**src/rtl/smt_arb_pkg.sv**
```systemverilog
// Package: shared constants for the two-thread decode arbiter.
// Assumes exactly two sibling threads; thread index 0 or 1.
package smt_arb_pkg;
    localparam int NUM_THR = 2;
    typedef logic [NUM_THR-1:0] thr_vec_t;
endpackage

```
**src/rtl/smt_prio_eval.sv**
```systemverilog
// smt_prio_eval: decides which threads are running and derives the
// priority gap and which sibling is the lower one.
// Assumes priority 0 means off; solo mode forces the other thread off.
module smt_prio_eval
    import smt_arb_pkg::*;
#(
    parameter int PRIO_W = 3
) (
    input  logic [PRIO_W-1:0] prio_a,
    input  logic [PRIO_W-1:0] prio_b,
    input  logic              solo_en,
    input  logic              solo_thr,
    output thr_vec_t          active,
    output logic [PRIO_W-1:0] gap,
    output logic              low_thr
);
    // Running flags: nonzero priority and not excluded by solo mode.
    always_comb begin
        active[0] = (prio_a != '0) && !(solo_en && solo_thr);
        active[1] = (prio_b != '0) && !(solo_en && !solo_thr);
    end

    // Absolute priority gap and identity of the lower-priority thread.
    always_comb begin
        if (prio_a >= prio_b) begin
            gap     = prio_a - prio_b;
            low_thr = 1'b1;
        end else begin
            gap     = prio_b - prio_a;
            low_thr = 1'b0;
        end
    end
endmodule

```
**src/rtl/smt_ratio_cnt.sv**
```systemverilog
// smt_ratio_cnt: free-running slot counter that restarts at zero in any
// cycle where either priority differs from the value held last cycle.
// Assumes the counter width covers the largest ratio window (wraps).
module smt_ratio_cnt #(
    parameter int PRIO_W = 3,
    parameter int CNT_W  = 6
) (
    input  logic              clk,
    input  logic              rst_n,
    input  logic [PRIO_W-1:0] prio_a,
    input  logic [PRIO_W-1:0] prio_b,
    output logic [CNT_W-1:0]  cnt_now
);
    logic [PRIO_W-1:0] prio_a_q;
    logic [PRIO_W-1:0] prio_b_q;
    logic [CNT_W-1:0]  cnt_q;
    logic              restart;

    // Detect a priority change against last cycle's values.
    always_comb begin
        restart = (prio_a != prio_a_q) || (prio_b != prio_b_q);
        cnt_now = restart ? '0 : cnt_q;
    end

    // Hold previous priorities and advance the count past this cycle.
    always_ff @(posedge clk) begin
        if (!rst_n) begin
            prio_a_q <= '0;
            prio_b_q <= '0;
            cnt_q    <= '0;
        end else begin
            prio_a_q <= prio_a;
            prio_b_q <= prio_b;
            cnt_q    <= cnt_now + CNT_W'(1);
        end
    end


    restart_zero_chk: assert property (@(posedge clk) disable iff (!rst_n)
        (rst_n && !restart) |=> (restart || cnt_now == $past(cnt_now) + CNT_W'(1)));
endmodule

```
**src/rtl/smt_slot_pick.sv**
```systemverilog
// smt_slot_pick: picks the scheduled thread from the count and gap, then
// passes the slot to the sibling when the scheduled thread cannot issue.
// Assumes gap <= CNT_W so the mask fits the counter.
module smt_slot_pick
    import smt_arb_pkg::*;
#(
    parameter int PRIO_W = 3,
    parameter int CNT_W  = 6
) (
    input  thr_vec_t          active,
    input  thr_vec_t          ready,
    input  logic [PRIO_W-1:0] gap,
    input  logic              low_thr,
    input  logic [CNT_W-1:0]  cnt,
    output thr_vec_t          pick
);
    logic [CNT_W-1:0] mask;
    logic             low_turn;
    logic             sched;
    thr_vec_t         elig;

    // Mask of the low gap bits; the lower thread's turn is all-ones there.
    always_comb begin
        mask = '0;
        for (int i = 0; i < CNT_W; i++) begin
            if (i < int'(gap)) mask[i] = 1'b1;
        end
        low_turn = ((cnt & mask) == mask);
    end

    // Scheduled thread: ratio pattern when both run, else the running one.
    always_comb begin
        if (active == 2'b11) begin
            if (gap == '0) sched = cnt[0];
            else           sched = low_turn ? low_thr : !low_thr;
        end else begin
            sched = !active[0];
        end
    end

    // Grant the scheduled thread, or hand the slot to a ready sibling.
    always_comb begin
        elig = active & ready;
        pick = '0;
        if (elig[sched])       pick[sched]  = 1'b1;
        else if (elig[!sched]) pick[!sched] = 1'b1;
    end
endmodule

```
**src/rtl/smt_decode_arbiter.sv**
```systemverilog
// smt_decode_arbiter: per-cycle decode-slot grant between two sibling
// threads, sharing slots in a ratio set by their priority gap.
// Assumes inputs are synchronous to clk; grant is combinational.
module smt_decode_arbiter
    import smt_arb_pkg::*;
#(
    parameter int PRIO_W = 3
) (
    input  logic              clk,
    input  logic              rst_n,
    input  logic [PRIO_W-1:0] prio_t0,
    input  logic [PRIO_W-1:0] prio_t1,
    input  logic              ready_t0,
    input  logic              ready_t1,
    input  logic              solo_en,
    input  logic              solo_thr,
    output logic [1:0]        grant
);
    localparam int MAX_GAP = (1 << PRIO_W) - 2;
    localparam int CNT_W   = MAX_GAP;

    thr_vec_t          active;
    thr_vec_t          ready;
    thr_vec_t          pick;
    logic [PRIO_W-1:0] gap;
    logic              low_thr;
    logic [CNT_W-1:0]  cnt;

    assign ready = {ready_t1, ready_t0};

    smt_prio_eval #(.PRIO_W(PRIO_W)) u_eval (
        .prio_a  (prio_t0),
        .prio_b  (prio_t1),
        .solo_en (solo_en),
        .solo_thr(solo_thr),
        .active  (active),
        .gap     (gap),
        .low_thr (low_thr)
    );

    smt_ratio_cnt #(.PRIO_W(PRIO_W), .CNT_W(CNT_W)) u_cnt (
        .clk    (clk),
        .rst_n  (rst_n),
        .prio_a (prio_t0),
        .prio_b (prio_t1),
        .cnt_now(cnt)
    );

    smt_slot_pick #(.PRIO_W(PRIO_W), .CNT_W(CNT_W)) u_pick (
        .active (active),
        .ready  (ready),
        .gap    (gap),
        .low_thr(low_thr),
        .cnt    (cnt),
        .pick   (pick)
    );

    // Quiet output during reset, otherwise the picker's choice.
    assign grant = rst_n ? pick : 2'b00;


    grant_onehot_chk: assert property (@(posedge clk) disable iff (!rst_n)
        $onehot0(grant));

    for (genvar t = 0; t < 2; t++) begin : g_thr_chk

        grant_ready_chk: assert property (@(posedge clk) disable iff (!rst_n)
            grant[t] |-> ready[t]);
    end


    off_thread_chk: assert property (@(posedge clk) disable iff (!rst_n)
        ((prio_t0 == '0) |-> !grant[0]) and ((prio_t1 == '0) |-> !grant[1]));


    solo_excl_chk: assert property (@(posedge clk) disable iff (!rst_n)
        solo_en |-> !grant[!solo_thr]);


    no_waste_chk: assert property (@(posedge clk) disable iff (!rst_n)
        ((ready_t0 && prio_t0 != '0 && !(solo_en && solo_thr)) ||
         (ready_t1 && prio_t1 != '0 && !(solo_en && !solo_thr))) |-> (grant != 2'b00));


    idle_chk: assert property (@(posedge clk) disable iff (!rst_n)
        (!ready_t0 && !ready_t1) |-> (grant == 2'b00));


    alternate_chk: assert property (@(posedge clk) disable iff (!rst_n)
        (prio_t0 == prio_t1 && prio_t0 != '0 && !solo_en && ready_t0 && ready_t1 &&
         $stable(prio_t0) && $stable(prio_t1) && $past(rst_n) &&
         $past(ready_t0 && ready_t1 && !solo_en)) |-> (grant != $past(grant)));
endmodule

```
**config.mk**
```make
export PLATFORM = sky130hd
export DESIGN_NAME = smt_decode_arbiter
export DESIGN_NICKNAME = d
export VERILOG_FILES = /design/src/rtl/smt_arb_pkg.sv /design/src/rtl/smt_prio_eval.sv /design/src/rtl/smt_ratio_cnt.sv /design/src/rtl/smt_slot_pick.sv /design/src/rtl/smt_decode_arbiter.sv
export SDC_FILE = /design/constraint.sdc
export NUM_CORES = 1
export LEC_CHECK = 0
export BUFFER_PORTS_ARGS = -buffer_cell sky130_fd_sc_hd__buf_2
export CAP_MARGIN = 0
export CORE_UTILIZATION = 35
export DETAILED_ROUTE_END_ITERATION = 8
export PLACE_DENSITY = 0.51
export SKIP_CTS_REPAIR_TIMING = 1
export SLEW_MARGIN = 20
export SYNTH_ARGS = -nofsm -noshare
export SYNTH_HDL_FRONTEND = slang
export SYNTH_SLANG_ARGS = --single-unit
```
**constraint.sdc**
```tcl
create_clock -name clk -period 3.9 [get_ports clk]
set_input_delay 0.39 -clock clk [delete_from_list [all_inputs] [get_ports clk]]
set_output_delay 0.39 -clock clk [all_outputs]
set_load 0.005 [all_outputs]
```
==> results by group <==
Global routing
  • M2 GR Usage: 23.21%
  • Grt peak-use layer: met1
  • First-pass GRT wire length: 3360 µm
  • GRT Overall Usage: 16.71%
  • Initial antenna violation count: 0
  • Met3 Resource Use GR: 2.609%
  • Vias in the first global route: 706
  • Pin count of the biggest net entering global routing: 9
  • Congestion Overflow GR: 0
  • Met1 usage: 25.13%

Power and ir drop
  • Design Power: 0.0002907 W
  • PwrDens: 288.3 nW/µm²
  • Leak: 0.4460 nW
  • Maximum VDD drop: 0.0001909 V

Floorplanning
  • Die span in x: 52.31 µm
  • Site row count: 17
  • Die Footprint: 2736 µm²
  • Die height: 52.31 µm
  • Initial cell density of the core: 38.56%
  • Core Footprint: 2297 µm²
  • I/O Pins: 14

Flow run
  • Total of max-cap violations: 0

Clocking
  • Clk buf depth: 2
  • Num Clock Sinks: 12
  • H-tree level count: 1
  • Total CTS buffers: 3
  • Reg clk slew, reported paths: 0.07 ns
  • TritonCTS clock tree: done
  • Clk_lat worst skew: 0.27 ns
  • Clk root buf: clkbuf_4

Hold path
  • HP Start: rst_n
  • Hold Path Stages: 2
  • Hold Crit Class: in -> reg
  • Hold Path Sink: u_cnt.cnt_q[1]

Timing
  • Slew headroom: 53.40%
  • Final Hold Fails: 0
  • Finish-stage setup viols: 0
  • Setup tns final: 0 ns
  • Fmax: 333.1 MHz
  • RSZ-0062 raised after global routing: no
  • Worst Skew: 0.001707 ns
  • Worst-margin pin slew: 0.6902 ns
  • Post-route minimum period: 3.002 ns
  • Slew Viols, Final: 0
  • Period Utilization, post-route: 76.98%

Setup path
  • CP max FO: 4
  • CP peak stage delay: 0.42 ns
  • Critical Path Source Type: primary input
  • CP cell instances: buf_2, inv_1, ha_1, inv_1, fa_1, xor2_1, nor2_1, mux2_2, o211ai_1, a2111oi_4, xnor2_1, o21a_1, buf_2
  • Worst R2R Setup Slack: 2.20 ns
  • Worst-case reg-to-reg path depth: 9
  • Reg2reg end: u_cnt.cnt_q[4]
  • Type of the worst setup path: in -> out
  • Worst Path Arrival: 2.61 ns
  • Worst EP required: 3.51 ns
  • R2R Path Start: u_cnt.prio_b_q[0]
  • Kind of end point of the critical path: output pin
  • CP max-delay cell: fa_1

Drt
  • Post-DRT Antenna Nets: 0
  • Drt pass-1 iters: 4
  • Drc violations: 0
  • Iteration-0 DRC Markers: 12
  • Via count: 710
  • Avg WL per Cell: 12.29 µm
  • Routed vias/inst: 4.863
  • Final WL: 1795 µm

Placement
  • Post-DP HPWL: 1507 µm
  • Port Buf Inserts: 13
  • Final Wtd Congestion: 0.7692

Yosys
  • Mean Syn Cell Area: 8.685 µm²
  • Cells after synthesis: 102
  • Count of cell types in the netlist: 29
  • Post-synthesis cell area: 885.9 µm²
  • Sequential fraction of the synthesis area: 27.12%
  • Seq cells post-synth: 12
  • Syn. warnings: 0
  • Syn nets: 122

Layout
  • Share of layout cells above drive strength 1: 17.80%
  • Commonest non-fill, non-tap cells in the layout: 14 x nor2_1, 13 x buf_2, 12 x inv_1, 12 x dfxtp_1, 9 x nand2_1
  • Post-layout util: 43.90%
  • Layout fillers: 262
  • Nets: 140
  • Commonest non-fill, non-tap cell in the layout: nor2_1
  • ANT cells: 0
  • Area grow syn2layout: 13.84%

Outcome
  • Status: finished clean
[cell families (layout without fill, tap and decap cells)]
family                     Yosys count  in the layout  share of synthesized area [%]
DFF                                 12             12                          27.12
muxes                                4              4                          4.661
xor gates and xnor gates            13             13                          12.85
and+or+nand+nor                     38             38                          20.76
buffers and inverters               12             28                          5.084
AOI/OAI and AO/OA                   15             15                          16.53
adders and majority gates            8              8                          12.99
[stage by stage]
| stage | instances | hold WS (ns) | instance area [µm²] | setup WS [ns] |
|---|---|---|---|---|
| global route | 146 | 0.4094 | 1008 | 0.7463 |
| CTS | 146 | 0.3847 | 1008 | 0.8862 |
| global placement | 143 | 0.4898 | 985.9 | 0.9253 |
| floorplan | 102 | 0.4716 | 885.9 | 1.245 |
| finish | 146 | 0.3935 | 1008 | 0.8978 |
| detailed placement | 143 | 0.5087 | 985.9 | 0.8998 |
[critical path: cells and delay by family]
family                     cells  cell delay [ns]
adders and majority gates      2             0.63
xor gates and xnor gates       2             0.28
buffers and inverters          4             0.39
muxes                          1             0.18
AOI/OAI and AO/OA              3             0.66
and+or+nand+nor                1             0.09
[report_power, final]
group	switching (W)	internal (W)
combinational	0.0000483	0.0000398
clock	0.0000385	0.0000357
sequential	0.00000210	0.000126
[state kept, by name (all words and copies together), names as in the netlist]
name            cells
u_cnt.cnt_q         6
u_cnt.prio_b_q      3
u_cnt.prio_a_q      3
[synth_stat cells]
master,n,area [µm²]
a2111o_1,1,11.26
a2111oi_4,1,27.53
a211oi_1,1,7.510
a21o_1,1,7.510
a21oi_1,2,10.01
a311oi_1,1,8.760
a31o_4,1,17.52
and2_1,5,31.28
dfxtp_1,12,240.2
fa_1,2,40.04
ha_1,6,75.07
inv_1,12,45.04
mux2_2,1,11.26
mux2i_1,3,30.03
nand2_1,9,33.78
nand2b_1,3,18.77
nand2b_4,1,13.76
nand3_1,1,5.000
nand4_1,2,12.51
nor2_1,14,52.55
nor3_1,2,10.01
o211ai_1,2,15.01
o21a_1,1,7.510
o22ai_1,1,6.260
o311a_1,1,10.01
o311ai_0,2,17.52
or2_2,1,6.260
xnor2_1,8,70.07
xor2_1,5,43.79
[per-layer routing]
layer	vias up	wire, µm
met5	-	0
met4	0	15
met3	2	53
met2	10	753
met1	322	973
li1	376	-
[cell type report]
cell class	instances	area, µm²	share of cell area, %
Multi-Input combinational cell	78	600.6	59.55
Sequential cell	12	240.2	23.82
Timing Repair Buffer	13	65.06	6.452
Inverter	12	45.04	4.466
Tap cell	28	35.03	3.474
Clock buffer	3	22.52	2.233
[how the worst max path moves through the flow]
| stage | to | depth (start not counted) | start |
|---|---|---|---|
| after floorplan | grant[1] | 11 | prio_t0[0] |
| after global placement | grant[1] | 13 | prio_t0[0] |
| after detailed placement | grant[1] | 13 | prio_t0[0] |
| after CTS | grant[1] | 13 | prio_t0[0] |
| after global routing | grant[1] | 13 | prio_t0[0] |
| final | grant[1] | 13 | prio_t0[0] |
Note: power is estimated with default switching activity, not from simulation.
